`src/rtl/avc_pkg.sv`:
```
package avc_pkg;

    localparam int ADDR_W   = 36;
    localparam int MASTER_W = 16;
    localparam int DOMAIN_W = 6;

    typedef struct packed {
        logic [MASTER_W-1:0] master;
        logic [DOMAIN_W-1:0] domain;
        logic                is_wr;
        logic                is_rd;
        logic [ADDR_W-1:0]   addr;
    } vio_rec_t;

    typedef enum logic [1:0] {
        SYNC_IDLE = 2'b00,
        SYNC_BUSY = 2'b01,
        SYNC_DONE = 2'b11
    } sync_state_e;

    localparam logic [7:0] A_MASK = 8'h00;
    localparam logic [7:0] A_STAT = 8'h10;
    localparam logic [7:0] A_DBG0 = 8'h20;
    localparam logic [7:0] A_DBG1 = 8'h21;
    localparam logic [7:0] A_CTRL = 8'h30;
    localparam logic [7:0] A_PEND = 8'h31;
    localparam logic [7:0] A_SEL  = 8'h32;
    localparam logic [7:0] A_SYNC = 8'h33;

    function automatic logic [31:0] pack_dbg0(input vio_rec_t r);
        return {4'b0000, r.addr[35:32], r.is_rd, r.is_wr, r.domain, r.master};
    endfunction

endpackage

```
`src/rtl/avc_slave_bank.sv`:
```
module avc_slave_bank #(
    parameter int NUM_SLAVES = 40,
    parameter int SLV_W      = 6,
    parameter int NUM_WORDS  = 2
) (
    input  logic                    clk,
    input  logic                    rst_n,
    input  logic                    set_vld,
    input  logic [SLV_W-1:0]        set_idx,
    input  logic                    mask_we,
    input  logic                    stat_we,
    input  logic [3:0]              word_sel,
    input  logic [31:0]             wdata,
    output logic [NUM_WORDS*32-1:0] stat_o,
    output logic [NUM_WORDS*32-1:0] mask_o,
    output logic                    irq_any
);
    localparam int TOT = NUM_WORDS * 32;

    typedef struct packed {
        logic [TOT-1:0] stat;
        logic [TOT-1:0] mask;
    } bank_t;

    bank_t q, d;
    logic [TOT-1:0] valid_bits;

    for (genvar i = 0; i < TOT; i++) begin : g_valid
        assign valid_bits[i] = (i < NUM_SLAVES);
    end

    always_comb begin
        d = q;
        for (int w = 0; w < NUM_WORDS; w++) begin
            if (mask_we && word_sel == 4'(w))
                d.mask[w*32 +: 32] = wdata & valid_bits[w*32 +: 32];
            if (stat_we && word_sel == 4'(w))
                d.stat[w*32 +: 32] = q.stat[w*32 +: 32] & ~wdata;
        end
        for (int i = 0; i < NUM_SLAVES; i++) begin
            if (set_vld && set_idx == SLV_W'(i))
                d.stat[i] = 1'b1;
        end
    end

    always_ff @(posedge clk or negedge rst_n) begin
        if (!rst_n) begin
            q.stat <= '0;
            q.mask <= valid_bits;
        end else begin
            q <= d;
        end
    end

    assign stat_o  = q.stat;
    assign mask_o  = q.mask;
    assign irq_any = |(q.stat & ~q.mask);

    AST_UNUSED_STAT_ZERO: assert property (@(posedge clk) disable iff (!rst_n)
        (q.stat & ~valid_bits) == '0);
    AST_STAT_SET_SEEN: assert property (@(posedge clk) disable iff (!rst_n)
        $past(set_vld) |-> (q.stat != '0));

endmodule

```
`src/rtl/avc_group_store.sv`:
```
module avc_group_store
    import avc_pkg::*;
#(
    parameter int NUM_GROUPS = 4,
    parameter int GRP_W      = 2
) (
    input  logic                            clk,
    input  logic                            rst_n,
    input  logic                            cap_vld,
    input  logic [GRP_W-1:0]                cap_grp,
    input  vio_rec_t                        cap_rec,
    input  logic                            clr_we,
    input  logic [NUM_GROUPS-1:0]           clr_bits,
    output logic [NUM_GROUPS-1:0]           pend_o,
    output vio_rec_t [NUM_GROUPS-1:0]       recs_o
);
    typedef struct packed {
        logic [NUM_GROUPS-1:0]     pend;
        vio_rec_t [NUM_GROUPS-1:0] recs;
    } store_t;

    store_t q, d;

    always_comb begin
        d = q;
        for (int g = 0; g < NUM_GROUPS; g++) begin
            if (clr_we && clr_bits[g])
                d.pend[g] = 1'b0;
            if (cap_vld && cap_grp == GRP_W'(g) && !q.pend[g]) begin
                d.pend[g] = 1'b1;
                d.recs[g] = cap_rec;
            end
        end
    end

    always_ff @(posedge clk or negedge rst_n) begin
        if (!rst_n) q <= '0;
        else        q <= d;
    end

    assign pend_o = q.pend;
    assign recs_o = q.recs;

    for (genvar g = 0; g < NUM_GROUPS; g++) begin : g_chk
        AST_RECORD_KEPT: assert property (@(posedge clk) disable iff (!rst_n)
            $past(q.pend[g]) |-> $stable(q.recs[g]));
        AST_PEND_HAS_CAUSE: assert property (@(posedge clk) disable iff (!rst_n)
            $rose(q.pend[g]) |-> $past(cap_vld && cap_grp == GRP_W'(g)));
    end

endmodule

```
`src/rtl/avc_shift_ctrl.sv`:
```
module avc_shift_ctrl
    import avc_pkg::*;
#(
    parameter int NUM_GROUPS  = 4,
    parameter int XFER_CYCLES = 4
) (
    input  logic                      clk,
    input  logic                      rst_n,
    input  logic                      sel_we,
    input  logic                      sync_we,
    input  logic [31:0]               wdata,
    input  vio_rec_t [NUM_GROUPS-1:0] recs,
    output logic [NUM_GROUPS-1:0]     sel_o,
    output logic [1:0]                sync_o,
    output logic [31:0]               dbg0_o,
    output logic [31:0]               dbg1_o
);
    localparam int CNT_W = $clog2(XFER_CYCLES + 1);

    typedef struct packed {
        sync_state_e           state;
        logic [CNT_W-1:0]      cnt;
        logic [NUM_GROUPS-1:0] sel;
        logic [NUM_GROUPS-1:0] grab;
        logic [31:0]           dbg0;
        logic [31:0]           dbg1;
    } shift_t;

    shift_t   q, d;
    vio_rec_t pick;

    always_comb begin
        pick = '0;
        for (int g = NUM_GROUPS - 1; g >= 0; g--) begin
            if (q.grab[g]) pick = recs[g];
        end
    end

    always_comb begin
        d = q;
        if (sel_we) d.sel = wdata[NUM_GROUPS-1:0];
        case (q.state)
            SYNC_IDLE: begin
                if (sync_we && wdata == 32'd1) begin
                    d.state = SYNC_BUSY;
                    d.cnt   = CNT_W'(XFER_CYCLES - 1);
                    d.grab  = q.sel;
                end
            end
            SYNC_BUSY: begin
                if (q.cnt == '0) begin
                    d.state = SYNC_DONE;
                    d.dbg0  = pack_dbg0(pick);
                    d.dbg1  = pick.addr[31:0];
                end else begin
                    d.cnt = q.cnt - CNT_W'(1);
                end
            end
            default: ;
        endcase
        if (sync_we && wdata == 32'd0) d.state = SYNC_IDLE;
    end

    always_ff @(posedge clk or negedge rst_n) begin
        if (!rst_n) begin
            q       <= '0;
            q.state <= SYNC_IDLE;
        end else begin
            q <= d;
        end
    end

    assign sel_o  = q.sel;
    assign sync_o = q.state;
    assign dbg0_o = q.dbg0;
    assign dbg1_o = q.dbg1;

    AST_DONE_FROM_BUSY: assert property (@(posedge clk) disable iff (!rst_n)
        (q.state == SYNC_DONE && $past(q.state) != SYNC_DONE)
        |-> $past(q.state) == SYNC_BUSY);
    AST_DBG_HOLD: assert property (@(posedge clk) disable iff (!rst_n)
        $past(q.state) != SYNC_BUSY |-> ($stable(q.dbg0) && $stable(q.dbg1)));
    AST_RESERVED_ZERO: assert property (@(posedge clk) disable iff (!rst_n)
        q.dbg0[31:28] == 4'b0000 && !(q.dbg0[23] && q.dbg0[22]));

endmodule

```
`src/rtl/avc_capture.sv`:
```
module avc_capture
    import avc_pkg::*;
#(
    parameter int NUM_SLAVES  = 40,
    parameter int NUM_GROUPS  = 4,
    parameter int XFER_CYCLES = 4,
    parameter int SLV_W       = $clog2(NUM_SLAVES + 1)
) (
    input  logic               clk,
    input  logic               rst_n,
    input  logic               vio_valid,
    input  logic [SLV_W-1:0]   vio_slave,
    input  logic [15:0]        vio_master,
    input  logic [5:0]         vio_domain,
    input  logic               vio_write,
    input  logic [35:0]        vio_addr,
    input  logic               reg_we,
    input  logic [7:0]         reg_addr,
    input  logic [31:0]        reg_wdata,
    output logic [31:0]        reg_rdata,
    output logic               irq
);
    localparam int NUM_WORDS = (NUM_SLAVES + 31) / 32;
    localparam int SPG       = (NUM_SLAVES + NUM_GROUPS - 1) / NUM_GROUPS;
    localparam int GRP_W     = (NUM_GROUPS > 1) ? $clog2(NUM_GROUPS) : 1;

    logic en_d, en_q;
    logic cap_vld;
    logic [GRP_W-1:0] cap_grp;
    vio_rec_t cap_rec;
    logic [NUM_WORDS*32-1:0] stat_w, mask_w;
    logic irq_any;
    logic [NUM_GROUPS-1:0] pend, sel;
    vio_rec_t [NUM_GROUPS-1:0] recs;
    logic [1:0] sync;
    logic [31:0] dbg0, dbg1;

    always_comb begin
        en_d = en_q;
        if (reg_we && reg_addr == A_CTRL) begin
            if (reg_wdata[31]) en_d = 1'b1;
            if (reg_wdata[2])  en_d = 1'b0;
        end
    end

    always_ff @(posedge clk or negedge rst_n) begin
        if (!rst_n) en_q <= 1'b0;
        else        en_q <= en_d;
    end

    assign cap_vld = vio_valid && en_q && (vio_slave < SLV_W'(NUM_SLAVES));
    assign cap_grp = GRP_W'(vio_slave / SLV_W'(SPG));
    assign cap_rec = '{master: vio_master, domain: vio_domain, is_wr: vio_write,
                       is_rd: !vio_write, addr: vio_addr};

    avc_slave_bank #(.NUM_SLAVES(NUM_SLAVES), .SLV_W(SLV_W), .NUM_WORDS(NUM_WORDS)) u_bank (
        .clk(clk), .rst_n(rst_n),
        .set_vld(cap_vld), .set_idx(vio_slave),
        .mask_we(reg_we && reg_addr[7:4] == A_MASK[7:4]),
        .stat_we(reg_we && reg_addr[7:4] == A_STAT[7:4]),
        .word_sel(reg_addr[3:0]), .wdata(reg_wdata),
        .stat_o(stat_w), .mask_o(mask_w), .irq_any(irq_any)
    );

    avc_group_store #(.NUM_GROUPS(NUM_GROUPS), .GRP_W(GRP_W)) u_store (
        .clk(clk), .rst_n(rst_n),
        .cap_vld(cap_vld), .cap_grp(cap_grp), .cap_rec(cap_rec),
        .clr_we(reg_we && reg_addr == A_PEND), .clr_bits(reg_wdata[NUM_GROUPS-1:0]),
        .pend_o(pend), .recs_o(recs)
    );

    avc_shift_ctrl #(.NUM_GROUPS(NUM_GROUPS), .XFER_CYCLES(XFER_CYCLES)) u_shift (
        .clk(clk), .rst_n(rst_n),
        .sel_we(reg_we && reg_addr == A_SEL), .sync_we(reg_we && reg_addr == A_SYNC),
        .wdata(reg_wdata), .recs(recs),
        .sel_o(sel), .sync_o(sync), .dbg0_o(dbg0), .dbg1_o(dbg1)
    );

    always_comb begin
        reg_rdata = '0;
        for (int w = 0; w < NUM_WORDS; w++) begin
            if (reg_addr == A_MASK + 8'(w)) reg_rdata = mask_w[w*32 +: 32];
            if (reg_addr == A_STAT + 8'(w)) reg_rdata = stat_w[w*32 +: 32];
        end
        case (reg_addr)
            A_DBG0:  reg_rdata = dbg0;
            A_DBG1:  reg_rdata = dbg1;
            A_CTRL:  reg_rdata = {en_q, 31'b0};
            A_PEND:  reg_rdata = 32'(pend);
            A_SEL:   reg_rdata = 32'(sel);
            A_SYNC:  reg_rdata = 32'(sync);
            default: ;
        endcase
    end

    assign irq = en_q && irq_any;

    AST_IRQ_DISABLED: assert property (@(posedge clk) disable iff (!rst_n)
        !en_q |-> !irq);
    AST_IRQ_NEEDS_STATUS: assert property (@(posedge clk) disable iff (!rst_n)
        irq |-> (stat_w != '0));
    AST_NO_CAPTURE_DISABLED: assert property (@(posedge clk) disable iff (!rst_n)
        (!$past(en_q) && $past(pend) == '0) |-> pend == '0);

endmodule

```
`config.mk`:
```
export PLATFORM = sky130hd
export DESIGN_NAME = avc_capture
export DESIGN_NICKNAME = d
export VERILOG_FILES = /design/src/rtl/avc_pkg.sv /design/src/rtl/avc_slave_bank.sv /design/src/rtl/avc_group_store.sv /design/src/rtl/avc_shift_ctrl.sv /design/src/rtl/avc_capture.sv
export SDC_FILE = /design/constraint.sdc
export NUM_CORES = 1
export LEC_CHECK = 0
export ABC_AREA = 1
export BUFFER_PORTS_ARGS = -buffer_cell sky130_fd_sc_hd__buf_4
export CAP_MARGIN = 20
export CORE_AREA = 2 2 208 251
export DETAILED_ROUTE_END_ITERATION = 8
export DIE_AREA = 0 0 210 253
export GPL_ROUTABILITY_DRIVEN = 0
export GPL_TIMING_DRIVEN = 0
export SETUP_SLACK_MARGIN = 0.4
export SLEW_MARGIN = 20
export SYNTH_ARGS = -nofsm -noshare
export SYNTH_HDL_FRONTEND = slang
export SYNTH_SLANG_ARGS = --single-unit
```
`constraint.sdc`:
```
create_clock -name clk -period 2.07 [get_ports clk]
set_input_delay 0.207 -clock clk [delete_from_list [all_inputs] [get_ports clk]]
set_output_delay 0.207 -clock clk [all_outputs]
set_load 0.02 [all_outputs]
```
Word level (Yosys, flattened, before mapping)
Index checks and enable logic that the tools add are counted.
{"block": "totals", "register_bits": 422, "inputBits": 109, "out_inout_bits": 33, "wordCells": 340}
{"block": "op_classes", "add_sub_neg": 1, "n_div": 1, "magnitude_cmp": 1, "eq_ne": 59, "muxes": 66, "bitwise_logic": 5, "n_reduce_logical": 133}
{"op": "$mux 60", "count": 4}
{"op": "$pmux 32 s6", "count": 1}
{"op": "$mux 32", "count": 5}
{"op": "$eq 6x5->1 const B", "count": 16}
{"op": "$reduce_bool 2->1", "count": 46}
{"op": "$logic_and 1x1->1", "count": 67}
{"op": "$and 32x32->32", "count": 2}
{"op": "$and 64x64->64", "count": 1}
{"op": "$not 40->64", "count": 1}
{"op": "$reduce_or 64->1", "count": 1}
{"op": "$mux 1", "count": 50}
{"op": "$eq 6x4->1 const B", "count": 8}
{"op": "$eq 6x6->1 const B", "count": 8}
{"op": "$eq 8x6->1 const B", "count": 6}
{"op": "$eq 32x1->1 const B", "count": 1}
{"op": "$logic_not 32->1", "count": 1}
{"op": "$not 32->32", "count": 1}
{"op": "$eq 6x3->1 const B", "count": 4}
{"op": "$eq 8x5->1 const B", "count": 2}
{"op": "$eq 6x2->1 const B", "count": 2}
{"op": "$pmux 5 s2", "count": 1}
{"op": "$eq 4x1->1 const B", "count": 2}
{"op": "$eq 8x1->1 const B", "count": 1}
{"op": "$logic_not 4->1", "count": 2}
{"op": "other kinds (21)", "count": 33}

Longest topological paths before layout
Gate-level depths: netlist of run 1.
{"block": "logic_depth", "ltp_word": 6, "ltp_mapped": 14, "ltp_nobuf": 13}

By module
A second synthesis of run 1 with hierarchy kept.
{"block": "unflattened", "hier_cells": 2846, "hier_area_um2": 21650.8}
{"module": "avc_group_store", "n_inst": 1, "cells_each": 1063, "area_per_inst_um2": 9552.9, "seq_area_each_um2": 6105.9}
{"module": "avc_shift_ctrl", "n_inst": 1, "cells_each": 707, "area_per_inst_um2": 5138.7, "seq_area_each_um2": 1826.8}
{"module": "avc_slave_bank", "n_inst": 1, "cells_each": 575, "area_per_inst_um2": 4790.8, "seq_area_each_um2": 2652.5}
{"module": "avc_capture", "n_inst": 1, "cells_each": 501, "area_per_inst_um2": 2168.3, "seq_area_each_um2": 25.0}

Worst setup path after synthesis of run 1
No wires, ideal clock.
{"block": "synth_path", "path_kind": "register to register", "from": "register u_shift.q[72] in the netlist's numbering", "to": "register u_shift.q (netlist bit u_shift.dbg0_o[0])", "setup_time_ns": 0.124, "t_arrival_ns": 1.617, "required_ns": 1.946, "slack_ns": 0.329, "stages_incl_launch_ff": 11, "cell_sequence": "dfrtp_1 inv_1 ha_1 inv_1 nor2_1 inv_1 nor2_1 clkinv_1 clkbuf_1 a21oi_1 a21oi_1"}
{"block": "synth_between", "elab_chain_cells": 2}
{"element": "from (decl)", "line_no": "avc_shift_ctrl.sv:29", "rtl": "shift_t q, d;"}
{"element": "$logic_not 3->1", "line_no": "avc_shift_ctrl.sv:51", "rtl": "if (q.cnt == '0) begin"}
{"element": "$reduce_and 2->1 (no source line)"}
Every way passes these cells.
A chain may end at the register's enable or synchronous reset.

Final worst setup path of run 1
{"block": "layout_path", "from": "register u_bank.q (netlist bit u_bank.stat_o[56])", "to": "output irq"}
{"block": "layout_between", "elab_chain_cells": 3}
{"element": "from (decl)", "line_no": "avc_slave_bank.sv:25", "rtl": "bank_t q, d;"}
{"element": "$and 64x64->64", "line_no": "avc_slave_bank.sv:57", "rtl": "assign irq_any = |(q.stat & ~q.mask);"}
{"element": "$reduce_or 64->1", "line_no": "avc_slave_bank.sv:57"}
{"element": "$logic_and 1x1->1", "line_no": "avc_capture.sv:96", "rtl": "assign irq = en_q && irq_any;"}
{"element": "to (decl)", "line_no": "avc_capture.sv:21", "rtl": "output logic irq"}
Every way passes these cells.

==> qor.yml, run 1 <==
drt:
  drt_wl_total_mm: 85.9
  drtAntennaViolNets: 0
  vias: 21073
  first_pass_iters: 8
  viasPerCell: 5.78
  drtIter0Drc: 2120
  wl_per_cell_um: 23.6
  detail_route.drc_violations: 0
worst_setup_path:
  cp_data_required_time_ns: 1.86
  crit_top_cell: "nor2_1"
  worst_path_max_delay_cell: "dfrtp_1"
  timing.rr.start: "en_q$_DFFE_PN0P_"
  reg2reg_setup_slack_ns: 0.08
  path_max_fanout: 2
  critical_path_class: "flop to output port"
  rr_endpoint: "u_store.recs_o[177]$_DFFE_PN0P_"
  worst_ep_arrival_time_ns: 2.05
  cp-start-kind: "flop"
  max_stage_delay_ns: 0.39
  crit_start: "u_bank.stat_o[56]$_DFFE_PN0P_"
  crit_end: "irq"
  critPathCaptureType: "output port"
  reg2reg_depth: 11
  path_cells: "inv_1 -> nand4_1 -> nor2_4 -> nand2_1 -> nor2_1 -> nand2_1 -> nor2_1 -> nor2_1 -> buf_4"
clock_network:
  cts_sinks: 422
  ctsHtreeMaxLevel: 2
  insertion_delay_ns: 0.60
  cts.reportedPaths.clkPinSlew_ns: 0.05
  tritoncts: "done"
  clock_path_buffers: 3
  cts-buffers-inserted: 46
  root_buffer: "clkbuf_16"
floorplanning:
  fp.dieH_um: 253
  initial_core_util: 0.395
  rows: 91
  die_area_sq_um: 53100
  ios: 142
  die_w_um: 210
  core-area_sq_um: 50900
sta:
  finClkSkew_ns: 0.0227
  clock.fmax_ghz: 0.443
  layout_min_cycle_time_ns: 2.26
  setup_viol: 2
  tns_ns: -0.215
  hold_ws_ns: 0.00302
  rsz0062_at_grt: "true"
  final-hold-violation-count: 0
  tightestPinTransition_ns: 0.821
  fin_crit_sh: 1.09
  slew_viol_final: 0
  slew_headroom: 0.453
  setup_ws_ns: -0.187
synthesis:
  synth_fa_ha_area_frac: 0.00187
  syn_area_per_cell_sq_um: 7.95
  yosys-top-cells-area: "dfrtp_1 48%, nand2_1 16%, a21oi_1 5.6%, dfstp_2 5.2%, nand3_1 4.8%"
  ys_ff_latch: 422
  syn_area_sq_um: 20100
  synth_compound_area_frac: 0.124
  synth_top_family_by_area: "simple AND/OR/NAND/NOR gates"
  synth-simple-area-share: 0.283
  synth.yosys.seq_area_share: 0.528
  synth_ff_type: "dfrtp_1"
  yosys.area.top_type: "dfrtp_1"
  synthesis.nets: 2640
  yosys_warnings: 0
  synthDistinctLibCells: 36
  syn_inst: 2528
  post_synth_xor_area_fraction: 0.000436
  synth_edf_count: 0
  synth_top_area_frac: 0.476
  async_flop_share: 1.00
  synthMuxAreaShare: 0
layout:
  final_nets: 3066
  final_cell_area_sq_um: 30000
  syn_to_final_growth_pct: 49.4
  layout-drive-gt1-share: 0.362
  final_core_util: 0.590
flow_run:
  cap_violations: 0
status:
  status: "complete, but fails checks"
  failed_checks: "negative setup slack"
power_and_ir_drop:
  leakagePower_nw: 14.3
  design_power_total_w: 0.0273
  p_per_area_nw_per_um2: 908
  vdd.ir_drop.worst_v: 0.000602
placed_design:
  port_buffers: 140
  postPlaceCellArea_sq_um: 22100
  hpwl_mm: 57.0
worst_hold_path:
  min_from: "reg_wdata[19]"
  hold_class: "input port to flop"
global_routing:
  overflow: 0
  grt_max_degree: 90
  grt_pass1_wl_mm: 123
  antenna_found_initial: 2
  grt.total_usage: 0.308
  grt_pass1_vias: 20578
## final cells by class
type	instances	area (sq um)
well taps	651	815
multi-input cells	1797	10500
clock buffers	70	1340
flip-flops and latches	422	10600
clock inverters	15	146
inverters	141	572
fillers	4271	20900
diodes	1	2.50
repair inverters	1	7.51
repair buffers	375	4410
plain buffers	170	1610
## worst min-delay path by stage
stage	to	slack, ns	cells past startpoint
after floorplan	en_q$_DFFE_PN0P_	-0.09	0
after global placement	u_bank.stat_o[57]$_DFFE_PN0P_	0.39	2
after detailed placement	u_bank.stat_o[60]$_DFFE_PN0P_	0.16	1
after CTS	u_bank.mask_o[36]$_DFFE_PN1P_	0.0007	3
after global routing	u_bank.stat_o[51]$_DFFE_PN0P_	0.03	3
final	u_bank.mask_o[19]$_DFFE_PN1P_	0.003	3
## critical path: cells and delay by family, from the launching register on
kind                   cells  cell delay [ns]
flip-flops                 1             0.39
AND/OR/NAND/NOR            7             0.84
buffers and inverters      2             0.24
## cell usage after synthesis (3+ instances only)
| cell type | count |
|---|---|
| a21oi_1 | 223 |
| buf_2 | 68 |
| clkbuf_1 | 99 |
| clkinv_1 | 3 |
| dfrtp_1 | 382 |
| dfstp_2 | 40 |
| ha_1 | 3 |
| inv_1 | 134 |
| inv_2 | 4 |
| nand2_1 | 860 |
| nand2_2 | 3 |
| nand3_1 | 193 |
| nand3b_1 | 4 |
| nand4_1 | 130 |
| nor2_1 | 128 |
| nor2_2 | 3 |
| nor2_4 | 3 |
| nor3_1 | 8 |
| o2111ai_1 | 4 |
| o211ai_1 | 62 |
| o21a_1 | 11 |
| o21ai_0 | 129 |
| o22ai_1 | 16 |
## cells in the final DEF (no fill, tap or decap), drive strengths merged
cell type	count
o211ai	62
nand4	130
o21a	11
a21oi	224
dfrtp	382
bufinv	2
nand3b	4
and3	2
clkbuf	168
dlygate4sd3	91
o22ai	16
dlymetal6s2s	1
nor4	2
o2111ai	4
nand2	865
xor2	1
nand3	195
clkinv	12
diode	1
clkinvlp	5
nor3	8
a31oi	1
o31ai	1
or2	2
buf	355
nor3b	1
dfstp	40
inv	138
nor2	134
o21ai	130
a22oi	1
ha	3
## per-layer routing
metal / GRT usage / up-vias / share of wire
li1: - / 9292 / -
met1: 0.370 / 10160 / 0.36
met2: 0.505 / 1255 / 0.47
met3: 0.0505 / 366 / 0.086
met4: 0.219 / 0 / 0.083
met5: 0 / - / 0
## kinds of logic after synthesis
group | Yosys count
DFF | 422
adders and majority gates | 3
buffers and inverters | 311
xor gates and xnor gates | 1
AOI/OAI and AO/OA | 450
and+or+nand+nor | 1341
## state kept, by name, summed over array words and instances (netlist names)
signal,flops
u_shift.dbg0_o,28
u_shift.q,7
u_bank.mask_o,40
u_shift.dbg1_o,32
u_store.pend_o,4
en_q,1
u_store.recs_o,240
u_bank.stat_o,64
u_shift.sel_o,4
u_shift.sync_o,2
## metrics by stage
stage | std cells | setup slack [ns]
2_1_floorplan | 2528 | 0.367
5_1_grt | 3642 | -0.230
6_report | 3643 | -0.187
3_5_place_dp | 3324 | -0.905
4_1_cts | 3595 | -0.142
3_3_place_gp | 3319 | -3.48
## power breakdown
group / switching [W] / internal [W]
Sequential: 0.00226 / 0.0108
Combinational: 0.00303 / 0.00293
Clock: 0.00353 / 0.00473
Total: 0.00882 / 0.0185
## what timing repair did
| action | CTS | global route |
|---|---|---|
| hold buffers | 92 | 0 |
| hold endpoints to repair | 457 | 0 |
| gates cloned | 22 | 20 |
| endpoints found under the setup margin | 396 | 368 |
| resized for setup | 593 | 547 |
| pin swaps | 76 | 121 |
| setup buffers | 72 | 27 |
Power figures use the tool's default switching activity.
==> run 2, diff against run 1 <==
--- a/config.mk
+++ b/config.mk
@@ -13,6 +13,7 @@
 export DIE_AREA = 0 0 210 253
 export GPL_ROUTABILITY_DRIVEN = 0
 export GPL_TIMING_DRIVEN = 0
+export PLACE_DENSITY_LB_ADDON = 0.3
 export SETUP_SLACK_MARGIN = 0.4
 export SLEW_MARGIN = 20
 export SYNTH_ARGS = -nofsm -noshare
==> run 2 against run 1 <==
Compared with the run above: worst setup slack got worse by 0.045 ns; clock power decreased by 2%; sequential cell count unchanged; hold slack got worse by 0.34 ns; critical endpoint unchanged; critical path depth decreased by 1; cell area about the same; the run ends with negative hold slack, negative setup slack left; global-route usage increased by 0.25 points; via count increased by 3.6%; register-to-register slack got worse by 0.08 ns; wire length increased by 3.8%; die area unchanged.
==> qor.yml, run 2 (synthesis results as in run 1) <==
status:
  status: "complete, but fails checks"
  failed_checks: "negative hold slack, negative setup slack"
worst_hold_path:
  hold_class: "input port to async pin"
drt:
  wl_per_cell_um: 24.4  # +3.5%
  vias: 21828  # +3.6%
  drtIter0Drc: 2513  # +19%
  viasPerCell: 5.98  # +3.3%
  detail_route.drc_violations: 0  # unchanged
  first_pass_iters: 6  # -2
  drtAntennaViolNets: 0  # unchanged
  drt_wl_total_mm: 89.2  # +3.8%
power_and_ir_drop:
  leakagePower_nw: 14.2  # -0.72%
  p_per_area_nw_per_um2: 896  # -1.3%
  vdd.ir_drop.worst_v: 0.000452  # -25%
worst_setup_path:
  path_cells: "o22ai_1 -> nor2_1 -> nand2_2 -> nor2_1 -> nand2_1 -> nor2_2 -> nor2_1 -> buf_4"
  cp_data_required_time_ns: 1.86  # about the same
  critical_path_class: "flop to output port"
  worst_path_max_delay_cell: "dfstp_2"
  max_stage_delay_ns: 0.58  # +0.19 ns
  cp-start-kind: "flop"
  critPathCaptureType: "output port"
  worst_ep_arrival_time_ns: 2.09  # +0.04 ns
  crit_top_cell: "nor2_1"
  path_max_fanout: 3  # +1
sta:
  slew_viol_final: 0  # unchanged
  fin_crit_sh: 1.11  # +0.0216
  rsz0062_at_grt: "true"
  finClkSkew_ns: 0.0269  # +0.00428 ns
  layout_min_cycle_time_ns: 2.30  # +0.0448 ns
  tightestPinTransition_ns: 1.22  # +0.398 ns
  final-hold-violation-count: 69  # +69
  hold_ws_ns: -0.335  # -0.338 ns
  setup_viol: 1  # -1
  slew_headroom: 0.188  # -0.265
  clock.fmax_ghz: 0.434  # -1.9%
  setup_ws_ns: -0.232  # -0.0448 ns
layout:
  final_nets: 3075  # +0.29%
  layout-drive-gt1-share: 0.358  # -0.00440
  layout_common_cells: "614 x nand2_1, 375 x dfrtp_1, 176 x nand2_2, 170 x buf_4, 140 x nand3_1"
  final_common_cell: "nand2_1"
  syn_to_final_growth_pct: 49.3  # about the same
  largest_reg_flops: 240  # unchanged
  stdcell_count: 3653  # +0.27%
global_routing:
  grt_max_degree: 98  # +8.9%
  grt_pass1_vias: 21007  # +2.1%
  overflow: 0  # unchanged
  grt.total_usage: 0.310  # +0.00254
  antenna_found_initial: 4  # +2
  grt_pass1_wl_mm: 125  # +1.2%
clock_network:
  cts.reportedPaths.clkPinSlew_ns: 0.06  # about the same
  ctsHtreeMaxLevel: 2  # unchanged
  cts-buffers-inserted: 45  # -2.2%
  clock_path_buffers: 3  # unchanged
  root_buffer: "clkbuf_16"
  tritoncts: "done"
  cts_sinks: 422  # unchanged
  insertion_delay_ns: 0.59  # about the same
  ctsHoldBuffers: 84  # -8.7%
placed_design:
  place_ws_ns: -0.809  # +0.0958 ns
  port_buffers: 140  # unchanged
  hpwl_mm: 55.6  # -2.4%
  dp.cells: 3323  # -0.030%
flow_run:
  cap_violations: 0  # unchanged
floorplanning:
  core-area_sq_um: 50900  # unchanged
  die_w_um: 210  # unchanged
  initial_core_util: 0.395  # unchanged
  ios: 142  # unchanged
  fp.dieH_um: 253  # unchanged
  rows: 91  # unchanged
  die_area_sq_um: 53100  # unchanged
==> run 2: changes by cell type in the layout (fill, tap and decap cells not counted), sizes merged, moves of 2 or more <==
cell,before,now
buf,355,365
clkbuf,168,170
clkinv,12,14
diode,1,5
dlygate4sd3,91,84
nand3,195,197
==> run 2: path summary, 6_finish.rpt <==
kind / to / startpoint / slack [ns] / cells past startpoint
worst max-delay path: irq / u_bank.mask_o[26]$_DFFE_PN1P_ / -0.23 / 8
worst min-delay path: u_bank.stat_o[61]$_DFFE_PN0P_ / rst_n / -0.34 / 1
worst max register to register: u_store.recs_o[223]$_DFFE_PN0P_ / en_q$_DFFE_PN0P_ / 0 / 12
worst min register to register: u_store.recs_o[84]$_DFFE_PN0P_ / u_store.recs_o[84]$_DFFE_PN0P_ / 0.47 / 2
max in group asynchronous: u_bank.mask_o[17]$_DFFE_PN1P_ / rst_n / 1.00 / 3
min in group clk: u_bank.mask_o[18]$_DFFE_PN1P_ / reg_wdata[18] / 0 / 3
==> run 2: report_power, final <==
group / internal [W] / switching (W) / leakage [nW]
combinational: 0.00264 / 0.00310 / 8.22
clock: 0.00456 / 0.00354 / 0.714
sequential: 0.0108 / 0.00227 / 5.28
==> run 2: metal layers <==
layer,track usage,share of wire,up-vias
met4,0.227,0.096,0
met1,0.370,0.34,10419
met2,0.497,0.45,1552
met3,0.0676,0.11,556
met5,0,0,-
li1,-,-,9301
==> run 2: metrics by stage <==
step | TNS (ns) | total power [W] | area, sq um | utilization
2_1_floorplan | 0 | 0.0144 | 20100 | -
3_3_place_gp | -1606.26 | 0.0157 | 22000 | 0.432
3_5_place_dp | -227.98 | 0.0160 | 22100 | 0.434
4_1_cts | -0.118 | 0.0251 | 27600 | 0.542
5_1_grt | -0.382 | 0.0280 | 30000 | 0.590
6_report | -0.232 | 0.0269 | 30000 | 0.590
==> run 2: repair_timing <==
| action | CTS | global route |
|---|---|---|
| resized for setup | 610 | 496 |
| setup endpoints to repair | 391 | 359 |
| endpoints found under the hold margin | 341 | 66 |
| cloned | 26 | 20 |
| setup buffers | 75 | 39 |
| pin swaps | 128 | 117 |
==> run 2: cell type report <==
type,count,area [sq um]
Sequential cell,422,10600
Clock buffer,66,1330
Multi-Input combinational cell,1799,10600
Antenna cell,5,12.5
Tap cell,651,815
Timing Repair Buffer,383,4370
Inverter,141,571
Fill cell,4101,20900
Buffer,170,1600
Timing Repair inverter,1,8.76
Clock inverter,15,116
==> run 2: worst max-delay path: cells and delay by family, from the launching register on <==
family                 cells  cell delay (ns)
AOI/OAI and AO/OA          1             0.17
buffers and inverters      1             0.15
DFF                        1             0.58
and+or+nand+nor            6             0.60
